<file path="config.mk">
export PLATFORM = sky130hd
export DESIGN_NAME = flash_cmd_ctrl
export DESIGN_NICKNAME = d
export VERILOG_FILES = /design/src/rtl/flash_cmd_pkg.sv /design/src/rtl/fc_bus_capture.sv /design/src/rtl/fc_cmd_decode.sv /design/src/rtl/fc_wsm.sv /design/src/rtl/fc_array_model.sv /design/src/rtl/flash_cmd_ctrl.sv
export SDC_FILE = /design/constraint.sdc
export NUM_CORES = 2
export LEC_CHECK = 0
export ABC_AREA = 1
export BUFFER_PORTS_ARGS = -buffer_cell sky130_fd_sc_hd__clkbuf_2
export CAP_MARGIN = 0
export CORE_AREA = 2 2 343 345
export CTS_BUF_LIST = sky130_fd_sc_hd__clkbuf_4
export CTS_CLUSTER_DIAMETER = 40
export DETAILED_ROUTE_END_ITERATION = 8
export DIE_AREA = 0 0 345 347
export SLEW_MARGIN = 20
export SYNTH_ARGS = -nofsm -noshare
export SYNTH_HDL_FRONTEND = slang
export SYNTH_HIERARCHICAL = 1
export SYNTH_SLANG_ARGS = --single-unit
</file>
<file path="constraint.sdc">
create_clock -name clk -period 50.7 [get_ports clk]
set_input_delay 2.535 -clock clk [delete_from_list [all_inputs] [get_ports clk]]
set_output_delay 2.535 -clock clk [all_outputs]
set_load 0.02 [all_outputs]
</file>
<file path="src/rtl/flash_cmd_pkg.sv">
package flash_cmd_pkg;

  typedef enum logic [1:0] {
    RD_ARRAY  = 2'd0,
    RD_IDENT  = 2'd1,
    RD_STATUS = 2'd2
  } rd_mode_e;

  typedef enum logic [1:0] {
    SEQ_IDLE  = 2'd0,
    SEQ_ERASE = 2'd1,
    SEQ_PROG  = 2'd2
  } seq_e;

  localparam logic [7:0] OP_ARRAY   = 8'hFF;
  localparam logic [7:0] OP_IDENT   = 8'h90;
  localparam logic [7:0] OP_STATUS  = 8'h70;
  localparam logic [7:0] OP_CLEAR   = 8'h50;
  localparam logic [7:0] OP_ERASE   = 8'h20;
  localparam logic [7:0] OP_CONFIRM = 8'hD0;
  localparam logic [7:0] OP_PROG_A  = 8'h40;
  localparam logic [7:0] OP_PROG_B  = 8'h10;
  localparam logic [7:0] OP_SUSPEND = 8'hB0;

endpackage

</file>
<file path="src/rtl/fc_bus_capture.sv">
module fc_bus_capture #(
  parameter int AW = 6,
  parameter int DW = 16
) (
  input  logic          clk,
  input  logic          rst_n,
  input  logic          pwr_n,
  input  logic          ce_n,
  input  logic          we_n,
  input  logic [AW-1:0] addr,
  input  logic [DW-1:0] din,
  output logic          wr_evt,
  output logic [AW-1:0] wr_addr,
  output logic [DW-1:0] wr_data
);

  logic          act;
  logic          act_q;
  logic [AW-1:0] addr_q;
  logic [DW-1:0] data_q;

  assign act = !ce_n && !we_n && pwr_n;

  always_ff @(posedge clk or negedge rst_n) begin
    if (!rst_n) begin
      act_q <= 1'b0;
    end else begin
      act_q <= act;
    end
  end

  always_ff @(posedge clk or negedge rst_n) begin
    if (!rst_n) begin
      addr_q <= '0;
      data_q <= '0;
    end else if (act) begin
      addr_q <= addr;
      data_q <= din;
    end
  end

  assign wr_evt  = act_q && !act;
  assign wr_addr = addr_q;
  assign wr_data = data_q;

endmodule

</file>
<file path="src/rtl/fc_cmd_decode.sv">
module fc_cmd_decode
  import flash_cmd_pkg::*;
#(
  parameter int BW       = 2,
  parameter int BOOT_BLK = 0
) (
  input  logic          clk,
  input  logic          rst_n,
  input  logic          pwr_n,
  input  logic          wp_n,
  input  logic          vpp_ok,
  input  logic          wr_evt,
  input  logic [BW-1:0] wr_blk,
  input  logic [7:0]    wr_cmd,
  input  logic          busy,
  input  logic          susp,
  output rd_mode_e      rd_mode,
  output logic          err_ers,
  output logic          err_prg,
  output logic          err_vpp,
  output logic          start_ers,
  output logic          start_prg,
  output logic          sus_req,
  output logic          res_req,
  output logic          clr_req
);

  localparam logic [BW-1:0] BOOT = BOOT_BLK[BW-1:0];

  rd_mode_e      mode_q, mode_n;
  seq_e          seq_q, seq_n;
  logic [BW-1:0] blk_q, blk_n;
  logic          ers_q, ers_n, prg_q, prg_n, vpp_q, vpp_n;
  logic          locked;

  assign locked = (wr_blk == BOOT) && !wp_n;

  always_comb begin
    mode_n    = mode_q;
    seq_n     = seq_q;
    blk_n     = blk_q;
    ers_n     = ers_q;
    prg_n     = prg_q;
    vpp_n     = vpp_q;
    start_ers = 1'b0;
    start_prg = 1'b0;
    sus_req   = 1'b0;
    res_req   = 1'b0;
    clr_req   = 1'b0;
    if (wr_evt && pwr_n) begin
      unique case (seq_q)
        SEQ_ERASE: begin
          seq_n  = SEQ_IDLE;
          mode_n = RD_STATUS;
          if (wr_cmd == OP_CONFIRM && wr_blk == blk_q) begin
            if (!vpp_ok) begin
              vpp_n = 1'b1;
              ers_n = 1'b1;
            end else if (locked) begin
              ers_n = 1'b1;
            end else begin
              start_ers = 1'b1;
            end
          end else begin
            ers_n = 1'b1;
            prg_n = 1'b1;
          end
        end
        SEQ_PROG: begin
          seq_n  = SEQ_IDLE;
          mode_n = RD_STATUS;
          if (!vpp_ok) begin
            vpp_n = 1'b1;
            prg_n = 1'b1;
          end else if (locked) begin
            prg_n = 1'b1;
          end else begin
            start_prg = 1'b1;
          end
        end
        default: begin
          if (busy && !susp) begin
            if (wr_cmd == OP_SUSPEND) begin
              sus_req = 1'b1;
              mode_n  = RD_STATUS;
            end else if (wr_cmd == OP_STATUS) begin
              mode_n = RD_STATUS;
            end
          end else begin
            case (wr_cmd)
              OP_ARRAY:  mode_n = RD_ARRAY;
              OP_IDENT:  mode_n = RD_IDENT;
              OP_STATUS: mode_n = RD_STATUS;
              OP_CLEAR: begin
                clr_req = 1'b1;
                ers_n   = 1'b0;
                prg_n   = 1'b0;
                vpp_n   = 1'b0;
              end
              OP_CONFIRM: begin
                if (susp) begin
                  res_req = 1'b1;
                  mode_n  = RD_STATUS;
                end
              end
              OP_ERASE: begin
                if (!susp) begin
                  seq_n  = SEQ_ERASE;
                  blk_n  = wr_blk;
                  mode_n = RD_STATUS;
                end
              end
              OP_PROG_A, OP_PROG_B: begin
                if (!susp) begin
                  seq_n  = SEQ_PROG;
                  mode_n = RD_STATUS;
                end
              end
              default: ;
            endcase
          end
        end
      endcase
    end
  end

  always_ff @(posedge clk or negedge rst_n) begin
    if (!rst_n) begin
      mode_q <= RD_ARRAY;
      seq_q  <= SEQ_IDLE;
      blk_q  <= '0;
      ers_q  <= 1'b0;
      prg_q  <= 1'b0;
      vpp_q  <= 1'b0;
    end else if (!pwr_n) begin
      mode_q <= RD_ARRAY;
      seq_q  <= SEQ_IDLE;
      blk_q  <= '0;
      ers_q  <= 1'b0;
      prg_q  <= 1'b0;
      vpp_q  <= 1'b0;
    end else begin
      mode_q <= mode_n;
      seq_q  <= seq_n;
      blk_q  <= blk_n;
      ers_q  <= ers_n;
      prg_q  <= prg_n;
      vpp_q  <= vpp_n;
    end
  end

  assign rd_mode = mode_q;
  assign err_ers = ers_q;
  assign err_prg = prg_q;
  assign err_vpp = vpp_q;

endmodule

</file>
<file path="src/rtl/fc_wsm.sv">
module fc_wsm #(
  parameter int AW        = 6,
  parameter int DW        = 16,
  parameter int ERASE_CYC = 64,
  parameter int PROG_CYC  = 8
) (
  input  logic          clk,
  input  logic          rst_n,
  input  logic          pwr_n,
  input  logic          start_ers,
  input  logic          start_prg,
  input  logic          sus_req,
  input  logic          res_req,
  input  logic [AW-1:0] op_addr,
  input  logic [DW-1:0] op_data,
  output logic          busy,
  output logic          susp,
  output logic          is_ers,
  output logic          mem_we,
  output logic          mem_erase,
  output logic [AW-1:0] mem_addr,
  output logic [DW-1:0] mem_data
);

  localparam int MAXC  = (ERASE_CYC > PROG_CYC) ? ERASE_CYC : PROG_CYC;
  localparam int CNT_W = $clog2(MAXC + 1);

  logic             busy_q, busy_n, susp_q, susp_n, ers_q, ers_n;
  logic [CNT_W-1:0] cnt_q, cnt_n;
  logic [AW-1:0]    addr_q, addr_n;
  logic [DW-1:0]    data_q, data_n;
  logic             run, done;

  assign run  = busy_q && !susp_q && !sus_req;
  assign done = run && (cnt_q == CNT_W'(1));

  always_comb begin
    busy_n = busy_q;
    susp_n = susp_q;
    ers_n  = ers_q;
    cnt_n  = cnt_q;
    addr_n = addr_q;
    data_n = data_q;
    if (start_ers || start_prg) begin
      busy_n = 1'b1;
      susp_n = 1'b0;
      ers_n  = start_ers;
      cnt_n  = start_ers ? CNT_W'(ERASE_CYC) : CNT_W'(PROG_CYC);
      addr_n = op_addr;
      data_n = op_data;
    end else if (sus_req) begin
      susp_n = 1'b1;
    end else if (res_req) begin
      susp_n = 1'b0;
    end else if (done) begin
      busy_n = 1'b0;
      cnt_n  = '0;
    end else if (run) begin
      cnt_n = cnt_q - CNT_W'(1);
    end
  end

  always_ff @(posedge clk or negedge rst_n) begin
    if (!rst_n) begin
      busy_q <= 1'b0;
      susp_q <= 1'b0;
      ers_q  <= 1'b0;
      cnt_q  <= '0;
      addr_q <= '0;
      data_q <= '0;
    end else if (!pwr_n) begin
      busy_q <= 1'b0;
      susp_q <= 1'b0;
      ers_q  <= 1'b0;
      cnt_q  <= '0;
    end else begin
      busy_q <= busy_n;
      susp_q <= susp_n;
      ers_q  <= ers_n;
      cnt_q  <= cnt_n;
      addr_q <= addr_n;
      data_q <= data_n;
    end
  end

  assign busy      = busy_q;
  assign susp      = susp_q;
  assign is_ers    = ers_q;
  assign mem_we    = done && pwr_n;
  assign mem_erase = ers_q;
  assign mem_addr  = addr_q;
  assign mem_data  = data_q;

endmodule

</file>
<file path="src/rtl/fc_array_model.sv">
module fc_array_model #(
  parameter int AW     = 6,
  parameter int DW     = 16,
  parameter int BLK_AW = 4
) (
  input  logic          clk,
  input  logic          rst_n,
  input  logic          we,
  input  logic          erase,
  input  logic [AW-1:0] waddr,
  input  logic [DW-1:0] wdata,
  input  logic [AW-1:0] raddr,
  output logic [DW-1:0] rdata
);

  localparam int DEPTH = 1 << AW;

  logic [DW-1:0] rd_vec [DEPTH];

  for (genvar g = 0; g < DEPTH; g++) begin : g_word
    localparam logic [AW-1:0] WA = AW'(g);
    logic [DW-1:0] word_q;
    logic          hit;

    assign hit = erase ? (waddr[AW-1:BLK_AW] == WA[AW-1:BLK_AW]) : (waddr == WA);

    always_ff @(posedge clk or negedge rst_n) begin
      if (!rst_n) begin
        word_q <= '1;
      end else if (we && hit) begin
        word_q <= erase ? '1 : (word_q & wdata);
      end
    end

    assign rd_vec[g] = word_q;
  end

  assign rdata = rd_vec[raddr];

endmodule

</file>
<file path="src/rtl/flash_cmd_ctrl.sv">
module flash_cmd_ctrl
  import flash_cmd_pkg::*;
#(
  parameter int          AW        = 6,
  parameter int          DW        = 16,
  parameter int          BLK_AW    = 4,
  parameter int          BOOT_BLK  = 0,
  parameter int          ERASE_CYC = 64,
  parameter int          PROG_CYC  = 8,
  parameter logic [15:0] MFR_ID    = 16'h00A7,
  parameter logic [15:0] DEV_ID    = 16'h0053
) (
  input  logic          clk,
  input  logic          rst_n,
  input  logic          ce_n,
  input  logic          oe_n,
  input  logic          we_n,
  input  logic          pwr_n,
  input  logic          wp_n,
  input  logic          vpp_ok,
  input  logic [AW-1:0] addr,
  input  logic [DW-1:0] din,
  output logic [DW-1:0] dout,
  output logic          dout_en
);

  localparam int BW = AW - BLK_AW;

  logic          rst_meta, rst_s;
  logic          wr_evt;
  logic [AW-1:0] wr_addr;
  logic [DW-1:0] wr_data;
  rd_mode_e      rd_mode;
  logic          err_ers, err_prg, err_vpp;
  logic          start_ers, start_prg, start_any, sus_req, res_req, clr_req;
  logic          busy, susp, is_ers;
  logic          mem_we, mem_erase;
  logic [AW-1:0] mem_addr;
  logic [DW-1:0] mem_data, arr_rdata;
  logic [7:0]    stat_byte;
  logic [DW-1:0] rd_word;

  always_ff @(posedge clk or negedge rst_n) begin
    if (!rst_n) begin
      rst_meta <= 1'b0;
      rst_s    <= 1'b0;
    end else begin
      rst_meta <= 1'b1;
      rst_s    <= rst_meta;
    end
  end

  fc_bus_capture #(.AW(AW), .DW(DW)) u_cap (
    .clk     (clk),
    .rst_n   (rst_s),
    .pwr_n   (pwr_n),
    .ce_n    (ce_n),
    .we_n    (we_n),
    .addr    (addr),
    .din     (din),
    .wr_evt  (wr_evt),
    .wr_addr (wr_addr),
    .wr_data (wr_data)
  );

  fc_cmd_decode #(.BW(BW), .BOOT_BLK(BOOT_BLK)) u_dec (
    .clk       (clk),
    .rst_n     (rst_s),
    .pwr_n     (pwr_n),
    .wp_n      (wp_n),
    .vpp_ok    (vpp_ok),
    .wr_evt    (wr_evt),
    .wr_blk    (wr_addr[AW-1:BLK_AW]),
    .wr_cmd    (wr_data[7:0]),
    .busy      (busy),
    .susp      (susp),
    .rd_mode   (rd_mode),
    .err_ers   (err_ers),
    .err_prg   (err_prg),
    .err_vpp   (err_vpp),
    .start_ers (start_ers),
    .start_prg (start_prg),
    .sus_req   (sus_req),
    .res_req   (res_req),
    .clr_req   (clr_req)
  );

  fc_wsm #(.AW(AW), .DW(DW), .ERASE_CYC(ERASE_CYC), .PROG_CYC(PROG_CYC)) u_wsm (
    .clk       (clk),
    .rst_n     (rst_s),
    .pwr_n     (pwr_n),
    .start_ers (start_ers),
    .start_prg (start_prg),
    .sus_req   (sus_req),
    .res_req   (res_req),
    .op_addr   (wr_addr),
    .op_data   (wr_data),
    .busy      (busy),
    .susp      (susp),
    .is_ers    (is_ers),
    .mem_we    (mem_we),
    .mem_erase (mem_erase),
    .mem_addr  (mem_addr),
    .mem_data  (mem_data)
  );

  fc_array_model #(.AW(AW), .DW(DW), .BLK_AW(BLK_AW)) u_arr (
    .clk   (clk),
    .rst_n (rst_s),
    .we    (mem_we),
    .erase (mem_erase),
    .waddr (mem_addr),
    .wdata (mem_data),
    .raddr (addr),
    .rdata (arr_rdata)
  );

  assign start_any = start_ers || start_prg;

  assign stat_byte = {(!busy || susp), (susp && is_ers), err_ers, err_prg,
                      err_vpp, (susp && !is_ers), 2'b00};

  always_comb begin
    unique case (rd_mode)
      RD_IDENT: begin
        if (addr == AW'(0))      rd_word = DW'(MFR_ID);
        else if (addr == AW'(1)) rd_word = DW'(DEV_ID);
        else                     rd_word = '0;
      end
      RD_STATUS: rd_word = DW'(stat_byte);
      default:   rd_word = arr_rdata;
    endcase
  end

  assign dout_en = pwr_n && !ce_n && !oe_n;
  assign dout    = dout_en ? rd_word : '0;

endmodule

</file>
### Word-level counts from Yosys, hierarchy flattened

Index checks and enable logic that the tools add are counted.
Widths: inputs -> output; s select.

| operators by class | value |
|---|---|
| shift operators | 0 |
| muxes and demuxes | 207 |
| add/subtract/negate cells | 1 |
| div/mod/pow operators | 0 |
| equality and inequality tests | 110 |
| $lt $le $gt $ge | 1 |
| multipliers | 0 |
| reductions and logical operators | 105 |
| bitwise logic cells | 65 |

Operators with widths:

| cell | number |
|---|---|
| $mux 16 | 67 |
| $and 16x16->16 | 64 |
| $eq 6x6->1 const B | 32 |
| $mux 1 | 105 |
| $bmux 16 s6 | 1 |
| $eq 6x5->1 const B | 16 |
| $logic_and 1x1->1 | 78 |
| $mux 7 | 8 |
| $eq 6x4->1 const B | 8 |
| $mux 2 | 19 |
| $eq 8x8->1 const B | 4 |
| $pmux 16 s2 | 1 |
| $reduce_and 5->1 | 5 |
| $eq 6x3->1 const B | 4 |
| $eq 8x7->1 const B | 3 |
| $ne 3x3->1 const B | 5 |
| $eq 6x1->1 const B | 2 |
| $eq 6x2->1 const B | 2 |
| $logic_not 6->1 | 2 |
| $ne 4x1->1 const B | 3 |
| $ne 4x4->1 const B | 3 |
| $ne 5x4->1 const B | 2 |
| $ne 5x5->1 const B | 2 |
| $pmux 2 s5 | 1 |
| 27 further kinds | 52 |

| word-level totals | value |
|---|---|
| logic and storage cells | 570 |
| memories | 0 |
| bits in latches | 0 |
| input bits | 30 |
| output and inout port bits | 17 |
| memory bits (writable) | 0 |
| bits in read-only memories | 0 |
| register bits | 1090 |

### Logic depth before layout (Yosys ltp)

| logic depth | value |
|---|---|
| depth in word-level cells | 15 |
| gate-level depth with buffers | 18 |
| mapped depth without buffers | 16 |

### Modules after synthesis

Netlist, hierarchy kept.

By module, submodules not included:

| module | cells an instance | seq. area each (µm²) | area each (µm²) | instances |
|---|---|---|---|---|
| fc_array_model | 5873 | 26905.8 | 47976.0 | 1 |
| fc_wsm | 132 | 800.8 | 1539.0 | 1 |
| fc_bus_capture | 100 | 575.6 | 927.1 | 1 |
| fc_cmd_decode | 156 | 225.2 | 923.4 | 1 |
| flash_cmd_ctrl | 73 | 50.0 | 385.4 | 1 |

### Worst setup path before layout

OpenSTA, ideal clock, no wires.

| timing path | value |
|---|---|
| kind | input-to-output |
| start | in addr[0] |
| end | out dout[5] |
| cell stages on the path | 15 |
| required time | 48165 ps |
| data arrival time | 4169 ps |
| slack | 43996 ps |
| cells stage by stage | buf_2 inv_2 buf_2 clkbuf_1 nand2_1 nand3_1 nand3_1 nand2_1 nand2_1 nand3_1 nand3_1 nand2_1 or2_2 nand2_1 a21oi_1 |

| between the ends | value |
|---|---|
| word-level cells in the longest chain between the ends | 6 |

RTL lines:

| element | line | RTL |
|---|---|---|
| start: declaration | flash_cmd_ctrl.sv:21 | `input logic [AW-1:0] addr,` |
| $not 6->7 (implied by the code) | fc_array_model.sv:38 | `assign rdata = rd_vec[raddr];` |
| $bmux 16 s6 | fc_array_model.sv:38 |  |
| $mux 16 (implied by the code) (2 in a row) | fc_array_model.sv:38 |  |
| via arr_rdata[5] | flash_cmd_ctrl.sv:39 | `logic [DW-1:0] mem_data, arr_rdata;` |
| $pmux 16 s2 | flash_cmd_ctrl.sv:124 | `unique case (rd_mode)` |
| $mux 16 | flash_cmd_ctrl.sv:136 | `assign dout = dout_en ? rd_word : '0;` |
| end: declaration | flash_cmd_ctrl.sv:23 | `output logic [DW-1:0] dout,` |

The timed path passes the listed nets, and every way through them passes these cells. The select of a mux whose other input is x is not followed.

### Final worst setup path

| timing path | value |
|---|---|
| start | in addr[0] |
| end | out dout[2] |

Same word-level chain as after synthesis.

==> summary.txt <==
Pwr
  • Switching pwr: 0.4760 mW
  • Logic pwr share: under 10%
  • Worst VDD drop: about 0.018 mV
  • Clock Power Share: 44.1%
  • Power density over the cells: 32.29 nW/um^2
  • Internal Power: roughly 1.3 mW
  • Leak: 28.18 nW
  • Sequential power share: between 40% and 50%
  • Sw Share: between 20% and 30%

Detailed routing
  • WL final: between 150,000 and 200,000 um
  • Via-to-Cell Ratio: 5.586
  • DRT iter0 DRCs: between 4,000 and 5,000
  • First-pass DRT Iterations: 6
  • Vias: ~45,000
  • DR DRC count: 0
  • Remaining antenna violation count: 0
  • Per-cell routed wire length: 20.44 um

Setup path
  • Critical Path End Type: output pin
  • R2R Path Start: u_dec/seq_q[0]
  • Crit Path Category: in2out
  • CP required: just under 50,000 ps
  • R2R setup slack: around 45,000 ps
  • Crit path to: dout[2]
  • Worst EP arrival: ~7000 ps
  • CP Launch Type: input port
  • Worst setup path startpoint: addr[0]
  • Crit path max fanout: 140
  • R2r endpoint: u_arr/g_word[5].word_q[14]
  • Reg2reg path depth: 18

CTS
  • Cts hold-fix bufs: 0
  • Insertion delay to the later sink of the worst-skew pair: approximately 1300 ps
  • Postcts setup bufs: 0
  • CTS buffer count: around 320
  • TritonCTS clock tree: built
  • CTS sink cnt: between 1,000 and 1,500
  • Resize count post-CTS: 0
  • Root Buffer Master: clkbuf_4
  • H-tree depth: 5
  • Reg clk slew, reported paths: about 50 ps
  • Max Root-Sink Buffers: 4

Timing
  • Worst slew pin tran: about 1100 ps
  • Slew HR: between 20% and 30%
  • Setup_tns: 0 ps
  • Fmax: about 110 MHz
  • Hold Vio Cnt, Final: 0
  • Period utilization: between 10% and 20%
  • Final Skew: between 70 and 80 ps
  • Final min period: 9373 ps
  • Final setup violating endpoints: 0
  • Unrepaired setup endpoints after global routing: false
  • Final Max Slew Viols: 0

Logic synthesis
  • Cells after Synth: roughly 6,300
  • Synthesized cell area: approximately 52,000 um^2
  • Mean Syn Cell Area: 8.171 um^2
  • Synthesis Warnings: 6
  • Mapped Nets: between 6,000 and 7,000

Cells and area
  • Area of the multi-input gates: ~21,000 um^2
  • Reg area: between 20,000 and 30,000 um^2
  • Fraction of layout cells with a size suffix above 1: between 20% and 30%
  • Synthesis-to-finish area growth: 8.395%
  • Fill cell count: 11,457
  • Nets@finish: 6,278
  • Finished Core Util: around half

Worst hold path
  • Worst hold path type: reg2reg
  • Hold Startpoint: rst_meta

Global routing
  • Vias in the first global route: approximately 43,000
  • Gr usage total: roughly 27%
  • Initial antenna violation count: 3
  • First-pass GRT wire length: 256,300 um
  • Grt ovf: 0
  • Pin count of the biggest net entering global routing: ~170

Die
  • Initial Util: about 45%
  • Placeable Area: around 120,000 um^2
  • Top Ports: between 40 and 50
  • Die area: approximately 120,000 um^2
  • Horiz. Die Dim: approximately 350 um
  • Die height: roughly 350 um
  • Cell row count: ~130

Job
  • Max-Cap Viols: 0

Placed design
  • HPWL Detailed: around 89,000 um
  • Port Buffers: 46
  • Placer Congestion: around 0.82

Run status
  • Status: complete, no violations
==> flip-flops by register name, indices dropped and copies added, names as in the netlist <==
signal	count
u_arr/g_word.word_q	1024
u_cap/wr_data	16
u_wsm/mem_data	16
u_wsm/cnt_q	7
u_cap/wr_addr	6
u_wsm/mem_addr	6
u_dec/blk_q	2
u_dec/rd_mode	2
u_dec/seq_q	2
rst_meta	1
rst_s	1
u_cap/act_q	1
u_dec/err_ers	1
u_dec/err_prg	1
u_dec/err_vpp	1
u_wsm/busy	1
u_wsm/is_ers	1
u_wsm/susp	1
==> per-stage QoR <==
stage	std cells	setup slack, ps	cell area, um^2	total power [mW]	hold slack, ps
after floorplan	6333	19860	51740	0.9770	331.2
after global placement	7444	41460	52260	1.025	334.3
after detailed placement	7445	41520	52290	1.025	337.3
after CTS	7965	41500	56060	1.834	358.4
after global routing	7974	41130	56090	1.895	358.5
final	7975	41330	56090	1.811	351.8
==> worst max-delay path, stage by stage <==
cell and delay (ps):
buf_8 260, inv_8 670, buf_4 700, buf_4 770, nand2_1 110, nand3_1 110
nand3_1 80, nand2_1 100, nand2_1 60, nand3_1 280, nand3_1 110, nand2_1 250
nor2_1 90, nor2_1 100, o21ai_0 90, inv_1 60, clkbuf_2 160
==> per-layer routing <==
layer	track usage, %	wire, um	vias to the layer above
met5	0	0	-
met1	37.83	72290	21992
met2	41.58	73650	1596
met4	13.00	6509	0
li1	-	-	20631
met3	3.922	10560	333
==> cell usage in the layout, fill, tap and decap left out, types with 4 or more instances in the layout <==
cell,count
clkbuf_2,42
nor2_1,69
nor3_4,4
diode_2,10
inv_1,43
inv_2,19
nand4_1,4
buf_4,63
nor2_4,4
dfstp_2,1024
nand2_2,12
clkinv_1,32
clkbuf_4,473
a21oi_1,6
o21ai_1,69
nor3_1,4
nand2_1,2516
ha_1,6
o21ai_0,971
mux2_4,19
nand2_4,37
dfrtp_2,16
dfrtp_1,49
nand3_1,906
buf_12,4
xor2_1,5
clkinv_2,8
==> power by group through the flow <==
stage / clock network [mW] / registers [mW] / logic (mW)
6_report: 0.798 / 0.887 / 0.127
5_1_grt: 0.869 / 0.887 / 0.139
4_1_cts: 0.821 / 0.887 / 0.126
3_5_place_dp: 0 / 0.899 / 0.126
3_3_place_gp: 0 / 0.899 / 0.126
2_1_floorplan: 0 / 0.904 / 0.0728
==> layout make-up <==
type,instances,area share (%)
antenna,10,0.04461
timing repair buffer,115,1.512
inverter,60,0.4350
clock buffer,473,6.331
clock inverter,47,0.3859
multi-input combinational,4656,36.93
sequential,1090,50.96
tap,1524,3.400
==> worst min path at each step <==
| stage | cells after the start | slack (ps) | to |
|---|---|---|---|
| after CTS | 0 | 360 | rst_s |
| after global placement | 0 | 330 | rst_s |
| after detailed placement | 0 | 340 | rst_s |
| after floorplan | 0 | 330 | rst_s |
| final | 0 | 350 | rst_s |
| after global routing | 0 | 360 | rst_s |
Note: power is estimated with default switching activity, not from simulation.
